--- src/rtl/irq_ctrl_pkg.sv ---
package irq_ctrl_pkg;

  // Register image, most significant bit first
  typedef struct packed {
    logic ge;   // global enable
    logic pe;   // peripheral group enable
    logic te;   // timer enable
    logic xe;   // external event enable
    logic ce;   // port change enable
    logic tf;   // timer flag
    logic xf;   // external flag
    logic cf;   // port change flag
  } ctrl_t;

  localparam int NUM_SRC = 3;
  localparam int SRC_TMR = 0;
  localparam int SRC_EXT = 1;
  localparam int SRC_CHG = 2;

  // Bit position of the flag for source index i (timer=2, ext=1, change=0)
  function automatic int flag_pos(input int i);
    return NUM_SRC - 1 - i;
  endfunction

endpackage

--- src/rtl/irq_flag_cell.sv ---
module irq_flag_cell (
  input  logic clk,
  input  logic rst,
  input  logic wr_en,
  input  logic wr_val,
  input  logic set_evt,
  output logic flag_q
);

  // Hardware set outranks the software write so no event is lost
  always_ff @(posedge clk) begin
    if (rst)          flag_q <= 1'b0;
    else if (set_evt) flag_q <= 1'b1;
    else if (wr_en)   flag_q <= wr_val;
  end

endmodule

--- src/rtl/port_change_detect.sv ---
module port_change_detect #(
  parameter int PORT_W  = 8,
  parameter int WATCH_W = 4
) (
  input  logic              clk,
  input  logic              rst,
  input  logic              snap_en,
  input  logic [PORT_W-1:0] pins,
  output logic              mismatch
);

  localparam int TOP = PORT_W - 1;

  logic [WATCH_W-1:0] watch;
  logic [WATCH_W-1:0] snap_q;

  assign watch = pins[TOP -: WATCH_W];

  always_ff @(posedge clk) begin
    if (rst)          snap_q <= '0;
    else if (snap_en) snap_q <= watch;
  end

  // Compared against the stored snapshot, so a read in the same cycle
  // still reports the difference it is about to absorb
  assign mismatch = |(watch ^ snap_q);

endmodule

--- src/rtl/irq_req_combine.sv ---
module irq_req_combine
  import irq_ctrl_pkg::*;
(
  input  logic  clk,
  input  logic  rst,
  input  ctrl_t ctrl,
  input  logic  periph_pend,
  output logic  irq_req
);

  logic core_any;
  logic periph_any;
  logic req_d;

  assign core_any   = (ctrl.te & ctrl.tf) | (ctrl.xe & ctrl.xf) | (ctrl.ce & ctrl.cf);
  assign periph_any = ctrl.pe & periph_pend;
  assign req_d      = ctrl.ge & (core_any | periph_any);

  always_ff @(posedge clk) begin
    if (rst) irq_req <= 1'b0;
    else     irq_req <= req_d;
  end

endmodule

--- src/rtl/irq_ctrl_reg.sv ---
module irq_ctrl_reg
  import irq_ctrl_pkg::*;
#(
  parameter int              ADDR_W    = 8,
  parameter int              PORT_W    = 8,
  parameter int              WATCH_W   = 4,
  parameter logic [ADDR_W-1:0] REG_ADDR_A = 8'h0B,
  parameter logic [ADDR_W-1:0] REG_ADDR_B = 8'h8B,
  parameter logic [ADDR_W-1:0] PORT_ADDR  = 8'h06
) (
  input  logic              clk,
  input  logic              rst,
  input  logic [ADDR_W-1:0] bus_addr,
  input  logic              bus_wr,
  input  logic              bus_rd,
  input  logic [7:0]        bus_wdata,
  output logic [7:0]        bus_rdata,
  input  logic              tmr_ovf,
  input  logic              ext_evt,
  input  logic [PORT_W-1:0] port_pins,
  input  logic              periph_pend,
  output logic              irq_req
);

  localparam int EN_W = 8 - NUM_SRC;

  logic              reg_hit;
  logic              reg_wr;
  logic              reg_rd;
  logic              port_rd;
  logic              chg_mismatch;
  logic [EN_W-1:0]   en_q;
  logic [NUM_SRC-1:0] flag_q;
  logic [NUM_SRC-1:0] set_v;
  ctrl_t             ctrl_q;

  assign reg_hit = (bus_addr == REG_ADDR_A) || (bus_addr == REG_ADDR_B);
  assign reg_wr  = bus_wr & reg_hit;
  assign reg_rd  = bus_rd & reg_hit;
  assign port_rd = bus_rd & (bus_addr == PORT_ADDR);

  // Enable bits: software only
  always_ff @(posedge clk) begin
    if (rst)         en_q <= '0;
    else if (reg_wr) en_q <= bus_wdata[7 -: EN_W];
  end

  port_change_detect #(
    .PORT_W (PORT_W),
    .WATCH_W(WATCH_W)
  ) u_chg (
    .clk     (clk),
    .rst     (rst),
    .snap_en (port_rd),
    .pins    (port_pins),
    .mismatch(chg_mismatch)
  );

  assign set_v[SRC_TMR] = tmr_ovf;
  assign set_v[SRC_EXT] = ext_evt;
  assign set_v[SRC_CHG] = chg_mismatch;

  for (genvar i = 0; i < NUM_SRC; i++) begin : g_flag
    localparam int POS = flag_pos(i);
    irq_flag_cell u_cell (
      .clk    (clk),
      .rst    (rst),
      .wr_en  (reg_wr),
      .wr_val (bus_wdata[POS]),
      .set_evt(set_v[i]),
      .flag_q (flag_q[i])
    );
  end

  assign ctrl_q = {en_q, flag_q[SRC_TMR], flag_q[SRC_EXT], flag_q[SRC_CHG]};

  always_ff @(posedge clk) begin
    if (rst)         bus_rdata <= '0;
    else if (reg_rd) bus_rdata <= ctrl_q;
    else             bus_rdata <= '0;
  end

  irq_req_combine u_comb (
    .clk        (clk),
    .rst        (rst),
    .ctrl       (ctrl_q),
    .periph_pend(periph_pend),
    .irq_req    (irq_req)
  );

endmodule

--- config.mk ---
export PLATFORM = sky130hd
export DESIGN_NAME = irq_ctrl_reg
export DESIGN_NICKNAME = d
export VERILOG_FILES = /design/src/rtl/irq_ctrl_pkg.sv /design/src/rtl/irq_flag_cell.sv /design/src/rtl/port_change_detect.sv /design/src/rtl/irq_req_combine.sv /design/src/rtl/irq_ctrl_reg.sv
export SDC_FILE = /design/constraint.sdc
export NUM_CORES = 1
export LEC_CHECK = 0
export BUFFER_PORTS_ARGS = -buffer_cell sky130_fd_sc_hd__buf_2
export CAP_MARGIN = 10
export CORE_MARGIN = 8
export CORE_UTILIZATION = 48
export CTS_CLUSTER_SIZE = 25
export DETAILED_ROUTE_END_ITERATION = 10
export PLACE_DENSITY = 0.92
export SYNTH_ARGS = -nofsm -noshare
export SYNTH_HDL_FRONTEND = slang
export SYNTH_SLANG_ARGS = --single-unit
--- constraint.sdc ---
create_clock -name clk -period 2.4 [get_ports clk]
set_input_delay 0.12 -clock clk [delete_from_list [all_inputs] [get_ports clk]]
set_output_delay 0.12 -clock clk [all_outputs]
set_load 0.05 [all_outputs]
==> reports/metrics.cfg, run 1 <==
[power_and_ir_drop]
p_switching_uw=136.5
p_int_uw=438.2
vdd_ir_drop_max_mv=0.2313
swShare_pct=23.75
p_per_area_nw_per_um2=530.4
power_frac_comb_pct=8.9
p_leak_nw=0.4613
pwr-share-seq_pct=61.7
clockPowerShare_pct=29.4

[yosys]
synth_nets=119
synth_cell_types=24
synth_seq_cells=21
synth.avg_cell_area_um2=9.768
syn_inst=88
yosysSeqAreaShare_pct=48.91
synth_warnings=0
syn_area_um2=859.6

[clocking]
clock-root-buffer=clkbuf_4
insertion_delay_ps=310
cts-buffers-inserted=3
cts_tree=done
cts.path.max_buffers=2
cts_resized=0
clkTransAtPathRegs_ps=120
cts_sinks=21
h-tree-depth=1
cts_setup_buffers=0
cts_hold_buf=0

[critical_path]
crit_required_ps=2650
slowest_stage=or4b_4
cp_max_fo=13
worstSetupPathType=input pin to flip-flop
cp_num_buf_inv=1
path_delay_family=simple AND/OR/NAND/NOR gates
timing.critical_path.from_type=input pin
crit_path_end_kind=flip-flop
rrSetupSlack_ps=1390
path_cells=buf_2 -> or4b_4 -> nor4_4 -> and2_1
arrival_ps=1440
cpPeakStageDelay_ps=630

[timing]
hold_ws_ps=46.96
worst_pin_slew_ps=658.3
rsz0062_at_grt=false
period_share_pct=49.60
setup-tns-final_ps=0
setup_viol_count_final=0
slew_headroom_pct=55.50
layout_min_cycle_time_ps=1190
final_max_slew_viol_count=0
max_freq_mhz=840.0
fin_skew_ps=11.47
final_hold_viol_count=0

[status]
outcome=finished, final reports clean

[floorplan]
die-area_um2=3401
fp-row-count=15
coreArea_um2=1708
die_h_um=58.32
die_w_um=58.32
top_level_ports=40
start_util_pct=50.33

[drt]
vias=806
routedWlPerCell_um=14.64
postRouteWirelength_um=2181
viasPerCell=5.409
first_iter_violations=23
drtAntennaViolNets=0
drcViolationCount=0
first_pass_iters=4

[placement]
io_buffers=35
gp_congestion=0.7125
hpwl_um=1718

[layout]
antennaDiodeCount=0
fin_nets=156
drive_gt1_share_pct=35.48
syn_to_final_growth_pct=26.06
fillers=163
fin_util_pct=63.44

[run]
cap_violations=0

[grt]
grt_max_degree=15
grt_first_pass_wirelength_um=3525
grt_pass1_vias=790
track_usage_pct=13.49
grt_overflow=0
antenna_found_initial=0

[worst_hold_path]
hold_path_class=input pin to flip-flop

==> layout make-up <==
type | instances | area, µm² | area share, %
timing repair buffer | 36 | 182.7 | 16.86
inverter | 3 | 11.26 | 1.039
clock buffer | 3 | 22.52 | 2.079
sequential | 21 | 420.4 | 38.80
tap | 25 | 31.28 | 2.887
clock inverter | 1 | 5.005 | 0.4619
multi-input combinational | 60 | 410.4 | 37.88
==> layer usage <==
metal  up-vias  GRT usage (%)  part of all wire, %
met3         4          5.000                  8.6
li1        402              -                    -
met5         -              0                    0
met4         0          8.741                  2.0
met1       376          12.98                   37
met2        24          23.62                   52
==> power groups by stage <==
stage / registers (mW) / clock network, mW / logic, mW
floorplan: 0.362 / 0 / 0.0200
global placement: 0.362 / 0 / 0.0495
detailed placement: 0.363 / 0 / 0.0505
CTS: 0.355 / 0.173 / 0.0508
global route: 0.355 / 0.183 / 0.0571
finish: 0.355 / 0.169 / 0.0511
==> logic make-up (layout without fill, tap and decap cells) <==
| logic type | count (synthesis) | count (layout) | synth area share (%) |
|---|---|---|---|
| AND/OR/NAND/NOR | 30 | 30 | 25.33 |
| AO/OA/AOI/OAI | 26 | 26 | 17.61 |
| flip-flops | 21 | 21 | 48.91 |
| buffers and inverters | 7 | 43 | 4.075 |
| XOR/XNOR | 4 | 4 | 4.075 |
==> cells in the mapped netlist <==
library cell / count / area, µm²
inv_1: 3 / 11.26
and2_1: 8 / 50.05
buf_2: 1 / 5.000
nor4b_1: 2 / 17.52
xor2_1: 4 / 35.03
dfxtp_1: 21 / 420.4
and4b_1: 1 / 10.01
a22o_1: 1 / 8.760
nand4_1: 4 / 25.02
or4b_4: 1 / 13.76
nand4b_1: 1 / 8.760
o21ai_0: 8 / 40.04
nor4_1: 1 / 6.260
or4b_2: 1 / 10.01
a21oi_1: 9 / 45.04
nor4_4: 1 / 21.27
nand3_1: 8 / 40.04
a31oi_1: 3 / 18.77
a221oi_1: 1 / 8.760
o31ai_1: 4 / 30.03
buf_6: 1 / 11.26
nor3b_1: 1 / 7.510
nand3b_1: 1 / 7.510
clkbuf_1: 2 / 7.510
==> placed cells by master, fill, tap and decap left out <==
cell	netlist	routed
and2_1	8	8
or4b_2	1	1
and4b_1	1	1
nor3b_1	1	1
nor4b_1	2	1
nand3_1	8	8
or4b_4	1	1
a221oi_1	1	1
dfxtp_1	21	21
nand4b_1	1	1
xor2_1	4	4
nand4_1	4	4
nand3b_1	1	1
buf_2	1	35
nor4b_2	0	1
a21oi_1	9	9
clkbuf_4	0	3
nor4_4	1	1
o21ai_0	8	8
a31oi_1	3	3
inv_1	3	3
nor4_1	1	1
buf_4	0	1
a22o_1	1	1
o31ai_1	4	4
clkinv_2	0	1
==> flip-flops by register name (all words and copies together) (netlist names) <==
register and flops:
en_q 5, u_chg.snap_q 4, bus_rdata 8, u_comb.irq_req 1
g_flag.u_cell.flag_q 3
==> through the flow <==
stage / power, mW / instance area, µm² / cells / setup slack (ps)
floorplan: 0.3818 / 859.6 / 88 / 1147
global placement: 0.4117 / 1056 / 145 / 927.1
detailed placement: 0.4131 / 1056 / 145 / 890.2
CTS: 0.5788 / 1084 / 149 / 1211
global route: 0.5954 / 1084 / 149 / 1138
finish: 0.5747 / 1084 / 149 / 1210
==> worst min-delay path: stages <==
cell and delay [ps]:
buf_2 90, inv_1 40, a31oi_1 60
==> final timing paths <==
path | startpoint | to | depth (start not counted)
setup / recovery | bus_addr[6] | bus_rdata[2] | 4
hold reg to reg | en_q[4] | bus_rdata[7] | 1
hold / removal | tmr_ovf | g_flag[0].u_cell.flag_q | 3
setup reg to reg | en_q[1] | u_comb.irq_req | 3
(Power assumes the default switching activity.)
==> inputs of run 2 (changes only) <==
ABC_AREA = 1   (was unset)
CORE_ASPECT_RATIO = 0.7   (was unset)
CORE_UTILIZATION = 45   (was 48)
PLACE_DENSITY = 0.87   (was 0.92)
clock period = 1.2 ns   (was 2.4 ns; I/O delays follow)
==> run 2 against run 1 <==
  * The run now ends with hold timing left
  * Synthesized area increased by 2.3%
  * Design area grew 6.5%
  * Wire length fell by 2.5%
  * Final cell count grew 21%
  * Clock skew fell by 5.4 ps
  * Register-to-register slack worse by 1100 ps
  * Critical path depth up 1
  * Clock power grew 98%
==> reports/metrics.cfg, run 2 <==
[drt]
vias=861  ; was 806
postRouteWirelength_um=2126  ; was 2181 µm
viasPerCell=4.757  ; was 5.409
routedWlPerCell_um=11.75  ; was 14.64 µm
first_iter_violations=39  ; was 23
drtAntennaViolNets=0  ; unchanged
drcViolationCount=0  ; unchanged
first_pass_iters=4  ; unchanged

[timing]
hold_ws_ps=-1.307  ; was 46.96 ps
slew_headroom_pct=82.34  ; was 55.50%
final_max_slew_viol_count=0  ; unchanged
setup_viol_count_final=0  ; unchanged
period_share_pct=93.03
max_freq_mhz=895.8
final_hold_viol_count=1  ; was 0
rsz0062_at_grt=false  ; unchanged
worst_pin_slew_ps=264.5  ; was 658.3 ps
fin_skew_ps=6.044  ; was 11.47 ps
setup-tns-final_ps=0  ; unchanged
layout_min_cycle_time_ps=1116

[critical_path]
cp_max_fo=8  ; was 13
path_cells=dlygate4sd3_1 -> buf_2 -> inv_1 -> nand4_2 -> nor2_1  ; was buf_2 -> or4b_4 -> nor4_4 -> and2_1
crit_path_end_kind=flip-flop  ; unchanged
rr_worst_depth=6  ; was 3
slowest_stage=dlygate4sd3_1  ; was or4b_4
arrival_ps=1350  ; was 1440 ps
r2r_end=g_flag[2].u_cell.flag_q  ; was u_comb.irq_req
crit_required_ps=1440  ; was 2650 ps
timing.critical_path.from_type=input pin  ; unchanged
cpPeakStageDelay_ps=530  ; was 630 ps
worstSetupPathType=input pin to flip-flop  ; unchanged
rr_startpoint=u_chg.snap_q[2]  ; was en_q[1]
rrSetupSlack_ps=280  ; was 1390 ps

[yosys]
synth_top_cell_area_share_pct=47.80  ; was 48.91%
synth-edff-count=0  ; unchanged
synth_common_cells=nor2_1 (29), dfxtp_1 (21), inv_1 (17)  ; was dfxtp_1 (21), a21oi_1 (9), and2_1 (8), nand3_1 (8), o21ai_0 (8)
yosysTopAreaCell=dfxtp_1  ; unchanged
synth_nets=147  ; was 119
synth_warnings=0  ; unchanged
synth_seq_cells=21  ; unchanged
synth.area.top_cells=dfxtp_1 (48%), nor2_1 (12%), inv_1 (7.3%)  ; was dfxtp_1 (49%), and2_1 (5.8%), a21oi_1 (5.2%)
synth_cell_types=18  ; was 24
yosysSeqAreaShare_pct=47.80  ; was 48.91%
syn_area_um2=879.6  ; was 859.6 µm²
ys_async_sr_fraction_pct=0  ; unchanged
ys.flop_type=dfxtp_1  ; unchanged
syn_inst=116  ; was 88
synth.avg_cell_area_um2=7.583  ; was 9.768 µm²
yosysMostFrequentCell=nor2_1  ; was dfxtp_1

[floorplan]
coreArea_um2=1854  ; was 1708 µm²
fp-row-count=13  ; was 15
die-area_um2=3648  ; was 3401 µm²
die_h_um=52.99  ; was 58.32 µm
start_util_pct=47.44  ; was 50.33%
top_level_ports=40  ; unchanged
die_w_um=68.84  ; was 58.32 µm

[layout]
drive_gt1_share_pct=30.82  ; was 35.48%
syn_to_final_growth_pct=31.15  ; was 26.06%
final_common_cell=buf_2  ; unchanged
antennaDiodeCount=0  ; unchanged
regMostFlops=bus_rdata  ; unchanged
reg_top3=bus_rdata (8), en_q (5), u_chg.snap_q (4)  ; unchanged
layoutNonFillerInstCount=181  ; was 149
layout_common_cells=buf_2 (35), nor2_1 (29), dfxtp_1 (21)  ; was buf_2 (35), dfxtp_1 (21), a21oi_1 (9)
fin_nets=191  ; was 156
largest_register_ffs=8  ; unchanged

[clocking]
cts.path.max_buffers=2  ; unchanged
cts_sinks=21  ; unchanged
cts_tree=done  ; unchanged
insertion_delay_ps=300  ; was 310 ps
clock-root-buffer=clkbuf_4  ; unchanged
h-tree-depth=1  ; unchanged
cts_resized=0  ; unchanged
cts_setup_buffers=0  ; unchanged
clkTransAtPathRegs_ps=120  ; about the same
cts-buffers-inserted=3  ; unchanged

[placement]
place_inst=173  ; was 145
io_buffers=35  ; unchanged
hpwl_um=1694  ; was 1718 µm
gp_congestion=0.7813  ; was 0.7125

[power_and_ir_drop]
vdd_ir_drop_max_mv=0.5641  ; was 0.2313 mV
report.power.total_mw=1.171  ; was 574.7 µW
p_per_area_nw_per_um2=1015  ; was 530.4 nW/µm²
p_leak_nw=0.5785  ; was 0.4613 nW

[grt]
antenna_found_initial=0  ; unchanged
grt_max_degree=13  ; was 15
grt_overflow=0  ; unchanged
track_usage_pct=12.16  ; was 13.49%
grt_first_pass_wirelength_um=3401  ; was 3525 µm
grt_pass1_vias=862  ; was 790

[worst_hold_path]
hold_start=bus_wdata[5]  ; was tmr_ovf
hold_path_class=input pin to flip-flop  ; unchanged
hold_depth=3  ; unchanged
holdPathEnd=en_q[2]  ; was g_flag[0].u_cell.flag_q

[status]
outcome=complete, but fails checks  ; was finished, final reports clean
violations=hold timing

[run]
cap_violations=0  ; unchanged

==> run 2: cell types whose count changed after synthesis, sizes merged, moves of 3 or more <==
cell,change
nand2,+16
xor2,-4
inv,+17
a21oi,-8
and2,-8
nor2,+31
a31oi,-3
o31ai,-4
xnor2,+4
==> run 2: cells by family after synthesis <==
family / after synthesis / share of synthesized area (%)
AO/OA/AOI/OAI: 10 / 5.689
XOR/XNOR: 4 / 3.983
buffers and inverters: 21 / 8.961
flip-flops: 21 / 47.79
AND/OR/NAND/NOR: 60 / 33.57
==> run 2: metal layers <==
metal	routed length, µm	vias to the layer above	track usage [%]	share of wire (%)
li1	-	442	-	-
met1	937	378	13.94	44
met2	955	39	20.15	45
met3	210	2	4.632	9.9
met4	22	0	4.319	1.0
met5	0	-	0	0
==> run 2: timing repair <==
| item | CTS | global route |
|---|---|---|
| hold buffers | 3 | 1 |
| endpoints found under the setup margin | 0 | 0 |
| hold endpoints to repair | 3 | 1 |
==> run 2: where the power goes <==
| group | total, mW | leakage, nW | switching, mW | internal, mW |
|---|---|---|---|---|
| clock | 0.335 | 0.0177 | 0.211 | 0.124 |
| sequential | 0.712 | 0.170 | 0.00690 | 0.705 |
| combinational | 0.124 | 0.391 | 0.0603 | 0.0634 |
==> run 2: cell type report <==
cell class,count,area [µm²]
clock buffers,3,22.52
clock inverters,1,5.005
fillers,184,700.7
inverters,20,75.07
multi-input cells,74,380.4
flip-flops and latches,21,420.4
well taps,22,27.53
repair buffers,40,222.7
==> run 2: critical path: cells and delay by family <==
| family | cells | cell delay [ps] |
|---|---|---|
| simple gates | 2 | 430 |
| buf+inv | 3 | 870 |
==> run 2: worst max path at each step <==
stage / startpoint / to / slack, ps / cells after the start
after floorplan: u_chg.snap_q[2] / g_flag[2].u_cell.flag_q / 370 / 6
after global placement: bus_addr[6] / u_chg.snap_q[3] / 210 / 7
after detailed placement: bus_addr[6] / u_chg.snap_q[2] / 150 / 8
after CTS: rst / bus_rdata[1] / 100 / 5
after global routing: rst / u_chg.snap_q[2] / 30 / 6
final: rst / bus_rdata[1] / 80 / 5
==> run 2: stage by stage <==
stage | cell area, µm² | worst slack, ps | utilization [%]
3_5_place_dp | 1086 | 152.8 | 58.57
3_3_place_gp | 1086 | 212.0 | 58.57
4_1_cts | 1144 | 99.79 | 61.67
5_1_grt | 1154 | 26.98 | 62.21
6_report | 1154 | 83.69 | 62.21
2_1_floorplan | 879.6 | 365.4 | -
==> inputs of run 3 (changes only) <==
CELL_PAD_IN_SITES_DETAIL_PLACEMENT = 2   (was unset)
CELL_PAD_IN_SITES_GLOBAL_PLACEMENT = 2   (was unset)
CORE_UTILIZATION = 23   (was 45)
PLACE_DENSITY = 0.85   (was 0.87)
==> run 3 against run 2 <==
  * The run now ends clean
  * Via count increased by 0.93%
  * Non-clock buffer count decreased by 3
  * Sequential power about the same
  * Core utilization decreased by 30 points
  * Sequential share of layout area decreased by 0.70 points
  * Largest cell class unchanged
  * Highest routed layer unchanged
==> reports/metrics.cfg, run 3 (synthesis gave the netlist of run 2 again) <==
[layout]
regMostFlops=bus_rdata  ; unchanged
drive_gt1_share_pct=30.77  ; was 30.82%
antennaDiodeCount=0  ; unchanged
final_common_cell=buf_2  ; unchanged
syn_to_final_growth_pct=33.71  ; was 31.15%
largest_register_ffs=8  ; unchanged
stdcell_area_um2=1176  ; was 1154 µm²
seq_area_um2=420.4  ; unchanged
layout_common_cells=buf_2 (35), nor2_1 (29), dfxtp_1 (21)  ; unchanged
reg_top3=bus_rdata (8), en_q (5), u_chg.snap_q (4)  ; unchanged
multi_input_area_um2=380.4  ; unchanged
fin_nets=188  ; was 191
fillers=437  ; was 184

[clocking]
clock-root-buffer=clkbuf_8  ; was clkbuf_4
cts.path.max_buffers=2  ; unchanged
insertion_delay_ps=260  ; was 300 ps
clkTransAtPathRegs_ps=80  ; was 120 ps
cts_tree=done  ; unchanged
cts_sinks=21  ; unchanged
cts_setup_buffers=0  ; unchanged
h-tree-depth=1  ; unchanged
cts-buffers-inserted=3  ; unchanged

[drt]
first_iter_violations=41  ; was 39
first_pass_iters=4  ; unchanged
postRouteWirelength_um=2844  ; was 2126 µm
vias=869  ; was 861
routedWlPerCell_um=13.81  ; was 11.75 µm
viasPerCell=4.218  ; was 4.757
drcViolationCount=0  ; unchanged
drtAntennaViolNets=0  ; unchanged

[critical_path]
arrival_ps=1160  ; was 1350 ps
path_delay_family=simple AND/OR/NAND/NOR gates  ; was buffers and inverters
r2r_end=g_flag[2].u_cell.flag_q  ; unchanged
crit_required_ps=1360  ; was 1440 ps
rr_startpoint=u_chg.snap_q[2]  ; unchanged
worstSetupPathType=flip-flop to flip-flop  ; was input pin to flip-flop
cpPeakStageDelay_ps=330  ; was 530 ps
slowest_stage=dfxtp_1  ; was dlygate4sd3_1
cp_num_buf_inv=1  ; was 3
rr_worst_depth=6  ; unchanged
cp_max_fo=2  ; was 8
rrSetupSlack_ps=200  ; was 280 ps
path_cells=xnor2_1 -> nand2_1 -> nor2_1 -> nand3_1 -> nand2_1 -> inv_1  ; was dlygate4sd3_1 -> buf_2 -> inv_1 -> nand4_2 -> nor2_1
cpMostUsedCell=nand2_1
crit_path_end_kind=flip-flop  ; unchanged
timing.critical_path.from_type=flip-flop  ; was input pin
cp-startpoint=u_chg.snap_q[2]  ; was rst

[timing]
worst_pin_slew_ps=307.4  ; was 264.5 ps
max_freq_mhz=1000  ; was 895.8 MHz
period_share_pct=83.33  ; was 93.03%
layout_min_cycle_time_ps=1000  ; was 1116 ps
setup-tns-final_ps=0  ; unchanged
final_max_slew_viol_count=0  ; unchanged
fin_skew_ps=2.236  ; was 6.044 ps
setup_viol_count_final=0  ; unchanged
slew_headroom_pct=79.46  ; was 82.34%
final_hold_viol_count=0  ; was 1
rsz0062_at_grt=false  ; unchanged

[placement]
gp_congestion=0.6876  ; was 0.7813
placed_area_um2=1121  ; was 1086 µm²
hpwl_um=2359  ; was 1694 µm
io_buffers=35  ; unchanged

[grt]
antenna_found_initial=0  ; unchanged
grt_pass1_vias=978  ; was 862
grt_max_degree=12  ; was 13
grt_first_pass_wirelength_um=4664  ; was 3401 µm
track_usage_pct=9.465  ; was 12.16%
grt_overflow=0  ; unchanged

[floorplan]
start_util_pct=24.41  ; was 47.44%
top_level_ports=40  ; unchanged
coreArea_um2=3603  ; was 1854 µm²
die-area_um2=6091  ; was 3648 µm²
fp-row-count=18  ; was 13
die_h_um=67.74  ; was 52.99 µm
die_w_um=89.92  ; was 68.84 µm

[status]
outcome=finished, final reports clean  ; was complete, but fails checks

[power_and_ir_drop]
vdd_ir_drop_max_mv=0.3584  ; was 0.5641 mV
p_per_area_nw_per_um2=1101  ; was 1015 nW/µm²
p_leak_nw=0.5710  ; was 0.5785 nW

[worst_hold_path]
holdPathEnd=en_q[2]  ; unchanged
hold_depth=3  ; unchanged
hold_start=bus_wdata[5]  ; unchanged
hold_path_class=input pin to flip-flop  ; unchanged

[run]
cap_violations=0  ; unchanged

-- run 3: through the flow --
step	power [mW]	utilization, %	hold WS (ps)	instances	setup slack [ps]
finish	1.295	32.64	25.06	206	200.0
global route	1.357	32.64	47.47	206	87.91
global placement	0.8392	31.11	242.6	201	183.6
floorplan	0.7781	-	136.8	116	365.4
CTS	1.309	32.64	32.28	206	182.8
detailed placement	0.8470	31.11	252.9	201	104.0
-- run 3: final cells by class --
type / count / area share, %
flip-flops and latches: 21 / 35.74
multi-input cells: 74 / 32.34
repair buffers: 37 / 16.38
inverters: 20 / 6.383
well taps: 50 / 5.319
clock buffers: 4 / 3.830
-- run 3: routing by layer --
metal	global-route usage (%)	routed length [µm]	part of all wire, %
met1	9.809	1209	43
met2	19.20	1485	52
met3	1.550	103	3.6
met4	3.711	45	1.6
met5	0	0	0
-- run 3: worst max-delay path by stage --
stage | to | slack, ps | cells past startpoint
2_1_floorplan | g_flag[2].u_cell.flag_q | 370 | 6
3_3_place_gp | en_q[2] | 180 | 8
3_5_place_dp | u_chg.snap_q[0] | 100 | 8
4_1_cts | g_flag[2].u_cell.flag_q | 180 | 6
5_1_grt | g_flag[2].u_cell.flag_q | 90 | 6
6_report | g_flag[2].u_cell.flag_q | 200 | 6
-- run 3: power by group --
part	switching (mW)	internal, mW
Sequential	0.00614	0.704
Clock	0.228	0.236
Combinational	0.0639	0.0572
Total	0.298	0.998
-- run 3: timing repair --
action | 4_1_cts | 5_1_grt
endpoints found under the setup margin | 0 | 0
hold buffers | 1 | 0
endpoints found under the hold margin | 1 | 0
gates resized for setup | 0 | 0
-- run 3: worst reg2reg max path, stage by stage, from the launching register on --
cell     delay [ps]
dfxtp_1         330
xnor2_1         160
nand2_1          80
nor2_1          140
nand3_1         100
nand2_1          70
inv_1            40
